**config.mk**
```make
export PLATFORM = sky130hd
export DESIGN_NAME = sr_status_unit
export DESIGN_NICKNAME = d
export VERILOG_FILES = /design/src/rtl/sr_pkg.sv /design/src/rtl/sr_wel.sv /design/src/rtl/sr_cycle.sv /design/src/rtl/sr_bp_reg.sv /design/src/rtl/sr_prot_dec.sv /design/src/rtl/sr_status_unit.sv
export SDC_FILE = /design/constraint.sdc
export NUM_CORES = 1
export LEC_CHECK = 0
export CORE_ASPECT_RATIO = 0.9
export CORE_MARGIN = 2
export CORE_UTILIZATION = 30
export DETAILED_ROUTE_END_ITERATION = 10
export GPL_TIMING_DRIVEN = 0
export HOLD_SLACK_MARGIN = 0.06
export PLACE_DENSITY = 0.73
export SYNTH_ARGS = -nofsm -noshare
export SYNTH_HDL_FRONTEND = slang
export SYNTH_SLANG_ARGS = --single-unit
```
**constraint.sdc**
```tcl
create_clock -name clk_i -period 1.4 [get_ports clk_i]
set_input_delay 0.28 -clock clk_i [delete_from_list [all_inputs] [get_ports clk_i]]
set_output_delay 0.28 -clock clk_i [all_outputs]
set_load 0.03 [all_outputs]
```
**src/rtl/sr_pkg.sv**
```systemverilog
package sr_pkg;
  localparam int unsigned BP_W   = 2;
  localparam int unsigned STAT_W = 8;
  typedef logic [BP_W-1:0] bp_t;
endpackage

```
**src/rtl/sr_wel.sv**
```systemverilog
module sr_wel (
  input  logic clk_i,
  input  logic rst_ni,
  input  logic set_i,
  input  logic clr_i,
  output logic wen_o
);
  // clear wins over set
  always_ff @(posedge clk_i or negedge rst_ni) begin
    if (!rst_ni)     wen_o <= 1'b0;
    else if (clr_i)  wen_o <= 1'b0;
    else if (set_i)  wen_o <= 1'b1;
  end
endmodule

```
**src/rtl/sr_cycle.sv**
```systemverilog
module sr_cycle (
  input  logic clk_i,
  input  logic rst_ni,
  input  logic start_i,
  input  logic done_i,
  output logic busy_o
);
  always_ff @(posedge clk_i or negedge rst_ni) begin
    if (!rst_ni)       busy_o <= 1'b0;
    else if (done_i)   busy_o <= 1'b0;
    else if (start_i)  busy_o <= 1'b1;
  end
endmodule

```
**src/rtl/sr_bp_reg.sv**
```systemverilog
module sr_bp_reg
  import sr_pkg::*;
#(
  parameter bp_t BP_RST = '0
) (
  input  logic clk_i,
  input  logic rst_ni,
  input  logic load_i,
  input  bp_t  new_i,
  input  logic commit_i,
  output bp_t  bp_o
);
  bp_t  pend_q;
  logic pend_vld_q;

  // new level is staged and applied only at end of write cycle
  always_ff @(posedge clk_i or negedge rst_ni) begin
    if (!rst_ni) begin
      bp_o       <= BP_RST;
      pend_q     <= '0;
      pend_vld_q <= 1'b0;
    end else if (load_i) begin
      pend_q     <= new_i;
      pend_vld_q <= 1'b1;
    end else if (commit_i) begin
      if (pend_vld_q) bp_o <= pend_q;
      pend_vld_q <= 1'b0;
    end
  end
endmodule

```
**src/rtl/sr_prot_dec.sv**
```systemverilog
module sr_prot_dec
  import sr_pkg::*;
#(
  parameter int unsigned ADDR_W = 9
) (
  input  bp_t               bp_i,
  input  logic [ADDR_W-1:0] addr_i,
  output logic              prot_o
);
  localparam logic [ADDR_W-1:0] QTR  = ADDR_W'(1) << (ADDR_W - 2);
  localparam logic [ADDR_W-1:0] TOPQ = QTR * 3;
  localparam logic [ADDR_W-1:0] TOPH = QTR * 2;

  logic [ADDR_W-1:0] base;
  always_comb begin
    unique case (bp_i)
      2'b01:   base = TOPQ;
      2'b10:   base = TOPH;
      default: base = '0;
    endcase
    prot_o = (bp_i != 2'b00) && (addr_i >= base);
  end
endmodule

```
**src/rtl/sr_status_unit.sv**
```systemverilog
module sr_status_unit
  import sr_pkg::*;
#(
  parameter int unsigned ADDR_W = 9,
  parameter logic [1:0]  BP_RST = 2'b00
) (
  input  logic              clk_i,
  input  logic              rst_ni,
  input  logic              wp_ni,
  input  logic              wren_i,
  input  logic              wrdi_i,
  input  logic              wrsr_i,
  input  logic [1:0]        bp_wr_i,
  input  logic              mem_wr_start_i,
  input  logic              wr_done_i,
  input  logic [ADDR_W-1:0] chk_addr_i,
  output logic              prot_o,
  output logic              wen_o,
  output logic              busy_o,
  output logic [1:0]        bp_o,
  output logic [7:0]        status_o
);
  logic idle, wren_ok, wrdi_ok, wrsr_ok, mem_ok, done;

  always_comb begin
    idle    = ~busy_o;
    wren_ok = wren_i & wp_ni & idle & ~wrdi_i;
    wrdi_ok = wrdi_i & idle;
    wrsr_ok = wrsr_i & wen_o & wp_ni & idle;
    mem_ok  = mem_wr_start_i & wen_o & wp_ni & idle & ~wrsr_i;
    done    = wr_done_i & busy_o;
  end

  sr_wel u_wel (
    .clk_i  (clk_i),
    .rst_ni (rst_ni),
    .set_i  (wren_ok),
    .clr_i  (wrdi_ok | done),
    .wen_o  (wen_o)
  );

  sr_cycle u_cycle (
    .clk_i   (clk_i),
    .rst_ni  (rst_ni),
    .start_i (wrsr_ok | mem_ok),
    .done_i  (done),
    .busy_o  (busy_o)
  );

  sr_bp_reg #(.BP_RST(BP_RST)) u_bp (
    .clk_i    (clk_i),
    .rst_ni   (rst_ni),
    .load_i   (wrsr_ok),
    .new_i    (bp_wr_i),
    .commit_i (done),
    .bp_o     (bp_o)
  );

  sr_prot_dec #(.ADDR_W(ADDR_W)) u_dec (
    .bp_i   (bp_o),
    .addr_i (chk_addr_i),
    .prot_o (prot_o)
  );

  always_comb begin
    if (busy_o) status_o = '1;
    else        status_o = {4'b0000, bp_o, wen_o, 1'b0};
  end
endmodule

```
==> reports/results.ini, run 1 <==
[route]
drc_errors=0
vias=487
routed_wl_mm=1.188
dr.first_iter.drc_count=2
antenna_left=0
wire_per_inst_um=11.21
drt-vias-per-instance=4.594
first_pass_iters=2

[run_status]
violations=setup timing
outcome=finished with violations

[global_route]
grt_max_degree=8
grt.overflow.total=0
antenna_found_initial=0
grt_usage_pct=16.03
grt_pass1_vias=523
grt_pass1_wl_mm=2.214

[sta]
fin_crit_sh_pct=139.7
fin_crit_ns=1.956
hold_viol=0
tightest_slew_ns=0.3534
rsz0062_at_grt=yes
setup_viol=7
maxSlewHeadroom_pct=76.22
drv_slew=0
skew_ns=0.001953
fin_ws_ns=-0.5555
fmax_mhz=511.4

[pwr]
p_clk_share_pct=11.4
finalPower_mw=1.507
pwr-share-seq_pct=21.2
ir_drop_mv=0.9800
p_sw_share_pct=39.64
p_sw_uw=597.3
power.leakage_nw=0.4785
powerDensity_nw_per_um2=1511
p_comb_share_pct=67.4
power.internal_uw=909.5

[final_layout]
fin_nets=115
syn_to_final_growth_pct=112.5
final_area_um2=997.2
drive_above_1_share_pct=54.95
diodes=0
multiInputGateArea_um2=284.0
seqCellArea_um2=180.2
fillCellCount=118

[yosys]
synth_cell_type_count=22
seq_area_frac_synth_pct=37.33
synthesis.nets=68
yosysWarnings=0
synth_area_per_cell_um2=10.43
syn_area_um2=469.2
ys_ff_latch=7
synthCells=45

[die]
core_um2=1448
initial_core_util_pct=32.41
fp.dieW_um=45.69
core.rowCount=13
die_area_um2=1897
die_h_um=41.52
io_pins=32

[setup_path]
crit_required_ns=1.12
max_stage_delay_ns=0.42
crit_path_max_fanout=4
critPathBufInv=1
cp_top_family=adder cells
critical_path.cell_chain=ha_2, ha_4, nor4b_4, a21oi_2, nor3_4, buf_6
critPathLaunchType=register
worstPathArrival_ns=1.68
path_class=register to output port
endpoint_kind=output port
slowest_stage=dfrtp_2

[placement]
dpl.hpwl_um=806.2
gp_congestion=0.6641
place_area_um2=820.8
io_buffers=31

[clock_network]
numCtsBuffers=3
cts_num_sinks=7
clk_pin_slew_ns=0.05
cts_max_level=1
clockRootBuffer=clkbuf_4
insertion_delay_ns=0.24
cts_tree=built
clk_path_buf_depth=2

[min_path]
hold_path_class=input port to asynchronous set/reset pin

[job]
drv_cap=0

-- per-stage QoR --
stage	hold slack [ns]	setup WS [ns]	util [%]	TNS (ns)	instances
after floorplan	-0.01559	-0.4485	-	-0.4485	45
after global placement	0.4800	-1.102	56.70	-3.834	91
after detailed placement	0.4901	-1.094	56.70	-3.932	91
after CTS	0.2846	-0.5589	65.86	-1.019	105
after global routing	0.3235	-0.6575	68.88	-1.217	106
final	0.2920	-0.5555	68.88	-0.8558	106
-- worst reg2reg max path: cells and delay by family, from the launching register on --
kind | cells | cell delay [ns]
buffers and inverters | 2 | 0.24
muxes | 1 | 0.31
DFF | 1 | 0.43
and+or+nand+nor | 1 | 0.18
-- cells by family (layout without fill, tap and decap cells) --
kind of cell,Yosys count,after routing,share of synthesized area (%)
DFF,7,7,37.33
and+or+nand+nor,12,12,19.20
adders and majority gates,4,4,10.67
AOI/OAI and AO/OA,7,7,8.802
buffers and inverters,11,57,12.80
muxes,4,4,11.20
-- layout make-up --
cell class | count | area share [%]
Buffer | 5 | 4.141
Clock buffer | 4 | 2.635
Inverter | 6 | 2.509
Multi-Input combinational cell | 27 | 28.48
Sequential cell | 7 | 18.07
Tap cell | 15 | 1.882
Timing Repair Buffer | 42 | 42.28
-- flip-flops by register name, summed over array words and instances (netlist names) --
signal,flops
u_bp.bp_o,2
u_bp.pend_q,2
u_bp.pend_vld_q,1
u_cycle.busy_o,1
u_wel.wen_o,1
-- metal layers --
layer	share of wire, %	GRT usage (%)
met2	51	25.07
met4	0	7.059
met5	0	0
met3	6.0	3.913
met1	43	20.33
-- synth_stat cells (all sizes together) --
master / number / area share, %
nand2: 2 / 1.6
mux2: 4 / 11
nor3: 1 / 1.1
nor4: 1 / 1.3
a21oi: 2 / 2.1
nor2: 1 / 0.80
o2111ai: 1 / 1.9
nand4b: 1 / 5.1
buf: 5 / 8.0
nand2b: 1 / 1.3
a31oi: 1 / 1.3
dfrtp: 7 / 37
nand3: 1 / 2.1
inv: 6 / 4.8
o22ai: 1 / 1.3
or2: 2 / 2.7
ha: 4 / 11
nor4b: 1 / 1.9
or3: 1 / 1.3
o21ai: 2 / 2.1
-- timing repair --
action / 4_1_cts / 5_1_grt
endpoints found under the setup margin: 13 / 12
buffers inserted: 10 / 2
hold buffers: 0 / 0
pin swaps: 4 / 1
gates resized for setup: 74 / 23
-- power groups by stage --
stage,clock (mW),combinational [mW],sequential (mW)
final,0.172,1.02,0.319
after global routing,0.192,1.10,0.331
after CTS,0.193,0.974,0.318
after detailed placement,0,0.825,0.336
after global placement,0,0.811,0.333
after floorplan,0,0.454,0.388
-- cell usage in the layout, fill, tap and decap left out, types with 2 or more instances in the layout --
master           Yosys  layout
buf_4                5      10
buf_6                0      16
clkbuf_4             0       3
clkdlybuf4s15_2      0       2
clkdlybuf4s50_1      0      18
dfrtp_1              7       3
dfrtp_2              0       4
ha_1                 4       2
inv_1                6       4
mux2_4               2       2
nand2_1              2       2
o21ai_0              2       2
or2_4                0       2
-- final timing paths --
path / slack, ns / start / depth (start not counted) / end
setup reg to reg: 0.13 / u_cycle.busy_o$_DFFE_PN0P_ / 4 / u_bp.pend_q[0]$_DFFE_PN0P_
hold / removal: 0.29 / rst_ni / 1 / u_bp.pend_q[1]$_DFFE_PN0P_
setup / recovery: -0.56 / u_bp.bp_o[0]$_DFFE_PN0P_ / 6 / prot_o
min in group clk_i: 0.50 / u_bp.pend_q[1]$_DFFE_PN0P_ / 1 / u_bp.bp_o[1]$_DFFE_PN0P_
max in group asynchronous: 0.86 / rst_ni / 1 / u_bp.bp_o[0]$_DFFE_PN0P_
hold reg to reg: 0.50 / u_bp.pend_q[1]$_DFFE_PN0P_ / 1 / u_bp.bp_o[1]$_DFFE_PN0P_
No activity file was read; power rests on OpenSTA's default activity.
==> run 2, diff against run 1 <==
Settings changed: CORE_ASPECT_RATIO 0.9 to default, REMOVE_ABC_BUFFERS from default to 1.
==> run 2 against run 1 <==
The run still ends with setup timing left. Die area barely moved. Maximum frequency is 1.8% lower. Sequential share of layout area increased by 3.3 points. Wire length is 0.67% lower. Register-to-register slack better by 0.06 ns. Critical path depth is the same. Total power shrank 12%. Global-route usage decreased by 2.0 points. Critical path type unchanged. Largest cell class unchanged. Highest routed layer unchanged.
==> reports/results.ini, run 2 (same netlist as run 1, synthesis figures left out) <==
[placement]
place_area_um2=762.0
dpl.hpwl_um=889.4
io_buffers=31
gp_congestion=0.6665
dp.cells=87
dp_slack_ns=-1.150

[sta]
tightest_slew_ns=0.3006
drv_slew=0
fin_crit_sh_pct=142.2
fin_ws_ns=-0.5909
hold_viol=0
skew_ns=0.003421
setup_viol=3
rsz0062_at_grt=yes
maxSlewHeadroom_pct=79.90
fin_crit_ns=1.991
fmax_mhz=502.3

[setup_path]
rr_worst_depth=3
critPathLaunchType=register
critPathBufInv=1
max_stage_delay_ns=0.41
crit_required_ns=1.12
r2r-end=u_bp.pend_q[0]$_DFFE_PN0P_
startpoint=u_bp.bp_o[0]$_DFFE_PN0P_
crit_path_max_fanout=4
rrSetupSlack_ns=0.19
endpoint=prot_o
path_class=register to output port
worstPathArrival_ns=1.71
cp_top_family=adder cells
timing.rr.start=u_cycle.busy_o$_DFFE_PN0P_
slowest_stage=dfrtp_1
critical_path.cell_chain=ha_2, ha_4, nor4b_4, a21oi_1, nor3_1, buf_4
cp_num_cells=6
endpoint_kind=output port

[pwr]
powerDensity_nw_per_um2=1601
power.leakage_nw=0.4149
power.internal_uw=778.8
p_sw_share_pct=41.53
p_sw_uw=553.2
p_clk_share_pct=13.7
pwr-share-seq_pct=23.3
p_comb_share_pct=62.9
ir_drop_mv=0.6216

[final_layout]
fillCellCount=140
final_cell_count_no_fill=97
final_area_um2=832.0
drive_above_1_share_pct=41.98
fin_util_pct=55.88
largestRegisters=u_bp.bp_o x2, u_bp.pend_q x2
diodes=0
mostFrequentLayoutCells=clkdlybuf4s50_1, buf_2, buf_4
final_common_cell=clkdlybuf4s50_1
syn_to_final_growth_pct=77.33
fin_nets=105

[die]
io_pins=32
fp.dieW_um=43.55
core_um2=1489
die_h_um=43.55
die_area_um2=1896
core.rowCount=14
initial_core_util_pct=31.51

[global_route]
grt.overflow.total=0
antenna_found_initial=0
grt_pass1_wl_mm=1.938
grt_usage_pct=14.08
grt_max_degree=10
grt_pass1_vias=493

[route]
first_pass_iters=4
drt-vias-per-instance=4.753
antenna_left=0
drc_errors=0
vias=461
dr.first_iter.drc_count=4
routed_wl_mm=1.180
wire_per_inst_um=12.16

[min_path]
hold_path_class=input port to asynchronous set/reset pin

[clock_network]
cts_tree=built
numCtsBuffers=3
clockRootBuffer=clkbuf_4
cts_max_level=1
clk_path_buf_depth=2
hold_buffers=0
insertion_delay_ns=0.25
clk_pin_slew_ns=0.05
cts_num_sinks=7

[job]
drv_cap=0

[run_status]
violations=setup timing
outcome=finished with violations

## run 2: layout make-up
class,count,area (um^2),share of cell area [%]
timing repair buffer,37,319.1,38.35
multi-input combinational,27,266.5,32.03
sequential,7,177.7,21.35
clock buffer,4,26.28,3.158
inverter,6,22.52,2.707
tap,16,20.02,2.406
## run 2: how the worst min path moves through the flow
| stage | cells past startpoint | start | endpoint |
|---|---|---|---|
| finish | 1 | rst_ni | u_bp.pend_vld_q$_DFFE_PN0P_ |
| global route | 1 | rst_ni | u_bp.pend_vld_q$_DFFE_PN0P_ |
| CTS | 1 | rst_ni | u_bp.pend_vld_q$_DFFE_PN0P_ |
| detailed placement | 1 | u_bp.pend_q[1]$_DFFE_PN0P_ | u_bp.bp_o[1]$_DFFE_PN0P_ |
| global placement | 1 | u_bp.pend_q[1]$_DFFE_PN0P_ | u_bp.bp_o[1]$_DFFE_PN0P_ |
| floorplan | 0 | rst_ni | u_bp.bp_o[0]$_DFFE_PN0P_ |
## run 2: repair_timing
action | in CTS | in global routing
gates cloned | 0 | 0
gates resized for setup | 68 | 5
endpoints found under the setup margin | 13 | 5
pin swaps | 4 | 0
buffers inserted | 6 | 1
## run 2: power groups by stage
stage	clock, mW	combinational (mW)	sequential [mW]
final	0.183	0.838	0.311
after CTS	0.191	0.841	0.310
after floorplan	0	0.348	0.407
after global placement	0	0.741	0.322
after detailed placement	0	0.753	0.327
after global routing	0.196	0.910	0.323
## run 2: per-layer routing
metal	share of wire (%)	GRT usage, %
met3	11	4.583
met5	0	0
met1	37	13.77
met4	0	7.879
met2	52	25.59
## run 2: stage by stage
step                      hold slack, ns  total power [mW]  setup TNS [ns]
after floorplan                 -0.01559            0.7558          -10.11
after global placement            0.4792             1.063          -3.372
after detailed placement          0.4861             1.081          -3.548
after CTS                         0.2813             1.342         -0.7741
after global routing              0.2958             1.428          -1.129
final                             0.2791             1.332         -0.8758
## run 2: worst register-to-register path: stages (launching register included)
cell      delay, ns
dfrtp_2        0.43
buf_4          0.17
nand4b_4       0.18
mux2_4         0.31
